--- config.mk ---
export PLATFORM = sky130hd
export DESIGN_NAME = ulog_bank
export DESIGN_NICKNAME = d
export VERILOG_FILES = /design/src/rtl/ulog_pkg.sv /design/src/rtl/ulog_pick.sv /design/src/rtl/ulog_region.sv /design/src/rtl/ulog_bank.sv
export SDC_FILE = /design/constraint.sdc
export NUM_CORES = 1
export LEC_CHECK = 0
export ABC_AREA = 1
export BUFFER_PORTS_ARGS = -buffer_cell sky130_fd_sc_hd__buf_2
export CORE_UTILIZATION = 61
export DETAILED_ROUTE_END_ITERATION = 6
export HOLD_SLACK_MARGIN = 0.12
export PLACE_DENSITY_LB_ADDON = 0.25
export SYNTH_ARGS = -nofsm -noshare
export SYNTH_HDL_FRONTEND = slang
export SYNTH_SLANG_ARGS = --single-unit
--- constraint.sdc ---
create_clock -name clk -period 2.8 [get_ports clk]
set_input_delay 0.56 -clock clk [delete_from_list [all_inputs] [get_ports clk]]
set_output_delay 0.56 -clock clk [all_outputs]
set_load 0.005 [all_outputs]
--- src/rtl/ulog_pkg.sv ---
package ulog_pkg;

    typedef enum logic {
        RB_IDLE = 1'b0,
        RB_RUN  = 1'b1
    } rb_state_e;

endpackage

--- src/rtl/ulog_pick.sv ---
module ulog_pick #(
    parameter int NUM_REQ = 2,
    localparam int IDX_W  = (NUM_REQ > 1) ? $clog2(NUM_REQ) : 1
) (
    input  logic                clk,
    input  logic                rst_n,
    input  logic [NUM_REQ-1:0]  req,
    output logic                any,
    output logic [IDX_W-1:0]    idx
);

    always_comb begin
        any = |req;
        idx = '0;
        for (int i = NUM_REQ - 1; i >= 0; i--) begin
            if (req[i]) idx = IDX_W'(i);
        end
    end

    AST_PICK_LOWEST: assert property (@(posedge clk) disable iff (!rst_n)
        any |-> (req[idx] && ((req & ((NUM_REQ'(1) << idx) - NUM_REQ'(1))) == '0)));

endmodule

--- src/rtl/ulog_region.sv ---
module ulog_region #(
    parameter int DEPTH  = 4,
    parameter int ADDR_W = 4,
    parameter int DATA_W = 8,
    localparam int CNT_W = $clog2(DEPTH + 1)
) (
    input  logic              clk,
    input  logic              rst_n,
    input  logic              clr,
    input  logic              push,
    input  logic              pop,
    input  logic [ADDR_W-1:0] lk_addr,
    input  logic [DATA_W-1:0] push_data,
    output logic              hit,
    output logic              full,
    output logic              empty,
    output logic [ADDR_W-1:0] top_addr,
    output logic [DATA_W-1:0] top_data
);

    typedef struct packed {
        logic [ADDR_W-1:0] addr;
        logic [DATA_W-1:0] data;
    } ent_t;

    typedef struct packed {
        ent_t [DEPTH-1:0] ent;
        logic [CNT_W-1:0] cnt;
    } reg_t;

    reg_t r_d, r_q;

    always_comb begin
        full     = (r_q.cnt == CNT_W'(DEPTH));
        empty    = (r_q.cnt == '0);
        hit      = 1'b0;
        top_addr = '0;
        top_data = '0;
        for (int i = 0; i < DEPTH; i++) begin
            if ((CNT_W'(i) < r_q.cnt) && (r_q.ent[i].addr == lk_addr)) hit = 1'b1;
            if (CNT_W'(i + 1) == r_q.cnt) begin
                top_addr = r_q.ent[i].addr;
                top_data = r_q.ent[i].data;
            end
        end

        r_d = r_q;
        if (clr) begin
            r_d.cnt = '0;
        end else if (push && !full) begin
            for (int i = 0; i < DEPTH; i++) begin
                if (CNT_W'(i) == r_q.cnt) begin
                    r_d.ent[i].addr = lk_addr;
                    r_d.ent[i].data = push_data;
                end
            end
            r_d.cnt = r_q.cnt + CNT_W'(1);
        end else if (pop && !empty) begin
            r_d.cnt = r_q.cnt - CNT_W'(1);
        end
    end

    always_ff @(posedge clk) begin
        if (!rst_n) r_q <= '0;
        else        r_q <= r_d;
    end

    AST_CNT_BOUND: assert property (@(posedge clk) disable iff (!rst_n)
        r_q.cnt <= CNT_W'(DEPTH));
    AST_PUSH_GROWS: assert property (@(posedge clk) disable iff (!rst_n)
        (push && !full && !clr) |=> (r_q.cnt == $past(r_q.cnt) + CNT_W'(1)));
    AST_POP_SHRINKS: assert property (@(posedge clk) disable iff (!rst_n)
        (pop && !empty && !clr && !push) |=> (r_q.cnt == $past(r_q.cnt) - CNT_W'(1)));

endmodule

--- src/rtl/ulog_bank.sv ---
module ulog_bank
    import ulog_pkg::*;
#(
    parameter int NUM_CORES = 2,
    parameter int LOG_DEPTH = 4,
    parameter int ADDR_W    = 4,
    parameter int DATA_W    = 8,
    localparam int CORE_W   = (NUM_CORES > 1) ? $clog2(NUM_CORES) : 1
) (
    input  logic                 clk,
    input  logic                 rst_n,
    input  logic [NUM_CORES-1:0] tx_begin,
    input  logic [NUM_CORES-1:0] tx_commit,
    input  logic [NUM_CORES-1:0] tx_abort,
    input  logic                 cw_valid,
    input  logic [CORE_W-1:0]    cw_core,
    input  logic [ADDR_W-1:0]    cw_addr,
    input  logic [DATA_W-1:0]    cw_data,
    input  logic [DATA_W-1:0]    cw_old,
    output logic                 bk_we,
    output logic [ADDR_W-1:0]    bk_addr,
    output logic [DATA_W-1:0]    bk_data,
    output logic                 busy,
    output logic                 done,
    output logic [CORE_W-1:0]    done_core,
    output logic [NUM_CORES-1:0] ovf
);

    typedef struct packed {
        logic [NUM_CORES-1:0] in_tx;
        logic [NUM_CORES-1:0] pend;
        rb_state_e            st;
        logic [CORE_W-1:0]    rc;
    } ctl_t;

    ctl_t ctl_d, ctl_q;

    logic [NUM_CORES-1:0] push, pop, clr, hit, full, empty;
    logic [NUM_CORES-1:0] beg_eff, cmt_eff, abt_eff;
    logic [ADDR_W-1:0]    top_a [NUM_CORES];
    logic [DATA_W-1:0]    top_d [NUM_CORES];
    logic                 pick_any;
    logic [CORE_W-1:0]    pick_idx;
    logic                 run_q;

    assign run_q = (ctl_q.st == RB_RUN);

    for (genvar c = 0; c < NUM_CORES; c++) begin : g_region
        ulog_region #(
            .DEPTH  (LOG_DEPTH),
            .ADDR_W (ADDR_W),
            .DATA_W (DATA_W)
        ) u_region (
            .clk       (clk),
            .rst_n     (rst_n),
            .clr       (clr[c]),
            .push      (push[c]),
            .pop       (pop[c]),
            .lk_addr   (cw_addr),
            .push_data (cw_old),
            .hit       (hit[c]),
            .full      (full[c]),
            .empty     (empty[c]),
            .top_addr  (top_a[c]),
            .top_data  (top_d[c])
        );
    end

    ulog_pick #(.NUM_REQ(NUM_CORES)) u_pick (
        .clk   (clk),
        .rst_n (rst_n),
        .req   (ctl_q.pend),
        .any   (pick_any),
        .idx   (pick_idx)
    );

    always_comb begin
        for (int c = 0; c < NUM_CORES; c++) begin
            logic own;
            own     = cw_valid && !run_q && (cw_core == CORE_W'(c)) && ctl_q.in_tx[c];
            push[c] = own && !hit[c] && !full[c];
            ovf[c]  = own && !hit[c] && full[c];
            pop[c]  = run_q && (ctl_q.rc == CORE_W'(c)) && !empty[c];
        end

        beg_eff = tx_begin & ~ctl_q.in_tx & ~ctl_q.pend;
        cmt_eff = tx_commit & ctl_q.in_tx;
        abt_eff = (tx_abort & ctl_q.in_tx) | ovf;
        clr     = beg_eff | cmt_eff;

        busy      = run_q;
        done      = run_q && empty[ctl_q.rc];
        done_core = ctl_q.rc;

        if (run_q) begin
            bk_we   = !empty[ctl_q.rc];
            bk_addr = top_a[ctl_q.rc];
            bk_data = top_d[ctl_q.rc];
        end else begin
            bk_we   = cw_valid && (ovf == '0);
            bk_addr = cw_addr;
            bk_data = cw_data;
        end

        ctl_d       = ctl_q;
        ctl_d.in_tx = (ctl_q.in_tx | beg_eff) & ~cmt_eff & ~abt_eff;
        ctl_d.pend  = ctl_q.pend | abt_eff;
        if (done) begin
            ctl_d.pend[ctl_q.rc] = 1'b0;
            ctl_d.st             = RB_IDLE;
        end else if (!run_q && pick_any) begin
            ctl_d.st = RB_RUN;
            ctl_d.rc = pick_idx;
        end
    end

    always_ff @(posedge clk) begin
        if (!rst_n) begin
            ctl_q.in_tx <= '0;
            ctl_q.pend  <= '0;
            ctl_q.st    <= RB_IDLE;
            ctl_q.rc    <= '0;
        end else begin
            ctl_q <= ctl_d;
        end
    end

    AST_DONE_IN_BUSY: assert property (@(posedge clk) disable iff (!rst_n)
        done |-> busy);
    AST_DONE_ENDS: assert property (@(posedge clk) disable iff (!rst_n)
        done |=> !busy);
    AST_OVF_ONEHOT: assert property (@(posedge clk) disable iff (!rst_n)
        $onehot0(ovf));
    AST_OVF_NO_FWD: assert property (@(posedge clk) disable iff (!rst_n)
        (ovf != '0) |-> !bk_we);
    AST_OVF_QUEUES: assert property (@(posedge clk) disable iff (!rst_n)
        (ovf != '0) |=> (ctl_q.pend != '0));
    AST_BYPASS_FWD: assert property (@(posedge clk) disable iff (!rst_n)
        (cw_valid && !busy && (ovf == '0)) |-> (bk_we && bk_addr == cw_addr && bk_data == cw_data));
    AST_BUSY_OWNS_PORT: assert property (@(posedge clk) disable iff (!rst_n)
        (busy && bk_we) |-> !done);

endmodule

==> results_dict.tcl <==
set metrics [dict create \
    status "complete, no violations" \
    first_pass_iters 5 \
    finalNetCount 1103 \
    dpl.cell_count 1175 \
    rsz0062_at_grt "true" \
    synth_seq_cells 108 \
    netlist_area_mm2 0.00650 \
    switching_share 0.289 \
    startpoint "g_region[0].u_region.r_q[0]$_SDFFE_PP0P_" \
    maxSlewHeadroom 0.606 \
    yosysSeqAreaShare 0.332 \
    finalSetupTns_ns 0 \
    syn_inst 1035 \
    layout-drive-gt1-share 0.136 \
    synth_ff_type "dfxtp_1" \
    viasPerCell 5.40 \
    antenna_found_initial 0 \
    clk_path_buf_depth 2 \
    routed_wl_mm 17.2 \
    power_density_mw_per_mm2 417 \
    yosysUniqueCellTypes 35 \
    layout_min_cycle_time_ns 2.72 \
    netSwitchingPower_mw 0.852 \
    critPathCaptureType "output port" \
    drv_slew 0 \
    fillers 976 \
    holdPathEnd "ctl_q[5]$_SDFF_PN0_" \
    async_reset_ff_frac 0 \
    synth.most_common_cell "nand2_1" \
    syn_nets 1075 \
    fin_util 0.687 \
    cts-buffers-inserted 9 \
    synth_area_per_cell_um2 6.28 \
    leakage_nw 3.44 \
    reg2reg_to "g_region[1].u_region.r_q[14]$_SDFFE_PN0P_" \
    cp-start-kind "flop" \
    fmax_ghz 0.367 \
    seq_area_mm2 0.00218 \
    synth-edff-count 0 \
    cts_sinks 108 \
    setup_viol 0 \
    antenna_cells 0 \
    port_buffers 47 \
    ios 48 \
    gr-total-overflow 0 \
    die_x_um 105 \
    clk_root_buffer_cell "clkbuf_8" \
    final.setup_skew_ns 0.0178 \
    hpwl_mm 11.3 \
    dieArea_mm2 0.0111 \
    post-route-period-util 0.973 \
    grt_pass1_wl_mm 27.3 \
    hold_class "input port to flop" \
    hold_start "tx_abort[1]" \
    ys_top_cells_by_count "nand2_1, nor2_1, dfxtp_1" \
    path_class "flop to output port" \
    drc_errors 0 \
    reg2reg_depth 13 \
    critical_path_required_ns 2.24 \
    clock_latency_ns 0.39 \
    area_growth_pct 8.98 \
    h-tree-depth 3 \
    synth_top_cell_by_area "dfxtp_1" \
    grt_pass1_vias 5561 \
    hold_viol_final 0 \
    gp_congestion 0.840 \
    min_path_cells 4 \
    max-vdd-ir-drop_v 0.000368 \
    grt_max_degree 42 \
    p_comb_frac 0.138 \
    placementRows 37 \
    internal_power_mw 2.10 \
    regToRegSetupSlack_ns 0.43 \
    worst_pin_slew_ns 0.589 \
    ys_warn_count 0 \
    synth_area_leaders "dfxtp_1, nand2_1, nor2_1" \
    final_antenna_net_count 0 \
    finalPower_mw 2.95 \
    critPathArrivalTime_ns 2.16 \
    crit_fanout 6 \
    power_frac_seq 0.533 \
    die-height_um 105 \
    r2r-start "g_region[1].u_region.r_q[1]$_SDFFE_PP0P_" \
    clk_pin_slew_ns 0.10 \
    grtUsageTotal 0.313 \
    cts_tree "done" \
    ctsHoldBuffers 0 \
    synth_top_area_frac 0.332 \
    vias 6491 \
    drv_cap 0 \
    initial_core_util 0.630 \
    drtIter0Drc 424 \
    multiInputGateArea_mm2 0.00357 \
    core_mm2 0.0103 \
    avgRoutedWirePerCell_um 14.3 \
    p_clk_frac 0.329 \
    final_cells 1202 \
]
==> worst max path at each step <==
stage	endpoint	slack [ns]	cells past startpoint
2_1_floorplan	bk_data[0]	0.53	8
3_3_place_gp	bk_addr[1]	0.20	8
3_5_place_dp	bk_addr[1]	0.18	8
4_1_cts	bk_we	0.004	12
5_1_grt	bk_addr[2]	-0.03	9
6_report	bk_data[0]	0.08	10
==> power by group through the flow <==
stage / logic, mW / clock network, mW / registers [mW]
after CTS: 0.393 / 0.979 / 1.58
final: 0.407 / 0.972 / 1.58
after detailed placement: 0.385 / 0 / 1.61
after floorplan: 0.279 / 0 / 1.61
after global routing: 0.449 / 1.04 / 1.58
after global placement: 0.380 / 0 / 1.61
==> what timing repair did <==
item,CTS,global route
setup buffers,6,3
gates cloned,2,2
pin swaps,2,7
resized for setup,17,40
endpoints found under the setup margin,14,13
==> cell families (layout without fill, tap and decap cells) <==
kind of cell / count (synthesis) / count (layout) / share of synthesized area
AND/OR/NAND/NOR: 593 / 593 / 0.399
AO/OA/AOI/OAI: 133 / 133 / 0.107
flip-flops: 108 / 108 / 0.332
buffers and inverters: 179 / 210 / 0.126
adder cells (fa/ha/maj): 10 / 10 / 0.0192
XOR/XNOR: 12 / 12 / 0.0162
==> sequential cells by signal, indices dropped and copies added (netlist names) <==
| name | flops |
|---|---|
| ctl_q | 4 |
| busy | 1 |
| g_region.u_region.r_q | 102 |
| done_core | 1 |
==> final cells by class <==
class                           instances  share of cell area
Clock inverter                          5             0.00865
Clock buffer                            9              0.0175
Inverter                              112              0.0625
Timing Repair Buffer                   81              0.0738
Tap cell                              136              0.0240
Sequential cell                       108               0.307
Multi-Input combinational cell        748               0.503
Timing Repair inverter                  3             0.00282
==> cells in the final DEF, fill, tap and decap left out, types with 2 or more instances in the layout <==
master	count
nand2_1	270
nor2_1	212
dfxtp_1	103
inv_1	100
a21oi_1	52
buf_2	47
o21ai_0	39
nand3_1	35
nand4_1	31
buf_4	30
o21ai_1	26
nor3_1	19
a31oi_1	9
clkbuf_8	9
xor2_1	8
nand2_2	6
nand4_4	6
clkinvlp_4	5
inv_2	5
ha_1	5
inv_6	4
xnor2_1	4
nand3_2	4
o211ai_1	4
ha_2	4
dfxtp_4	4
nand2_4	2
nand3_4	2
nor2_8	2
clkinv_2	2
buf_6	2
buf_12	2
==> critical path, stage by stage, from the launching register on <==
cell and delay [ns]:
dfxtp_4 0.39, inv_1 0.09, ha_2 0.21, nand2_2 0.10
buf_4 0.17, nor2_1 0.04, o21ai_0 0.14, o21ai_0 0.10
o21ai_1 0.26, nand3_1 0.13, buf_2 0.15
==> layer usage <==
metal | global-route usage | routed length, um | share of wire | vias to the layer above
met5 | 0 | 0 | 0 | -
met4 | 0.0895 | 264 | 0.015 | 0
met1 | 0.425 | 7440 | 0.43 | 2894
met3 | 0.0618 | 1590 | 0.092 | 20
li1 | - | - | - | 3285
met2 | 0.504 | 7930 | 0.46 | 292
==> metrics by stage <==
step                      hold WS [ns]  area (um^2)  worst slack (ns)
final                            0.452         7090            0.0750
after global routing             0.484         7090           -0.0250
after CTS                        0.443         6980           0.00421
after detailed placement         0.451         6700             0.182
after global placement           0.451         6700             0.196
after floorplan                  0.440         6500             0.533
No activity file was read; power rests on OpenSTA's default activity.
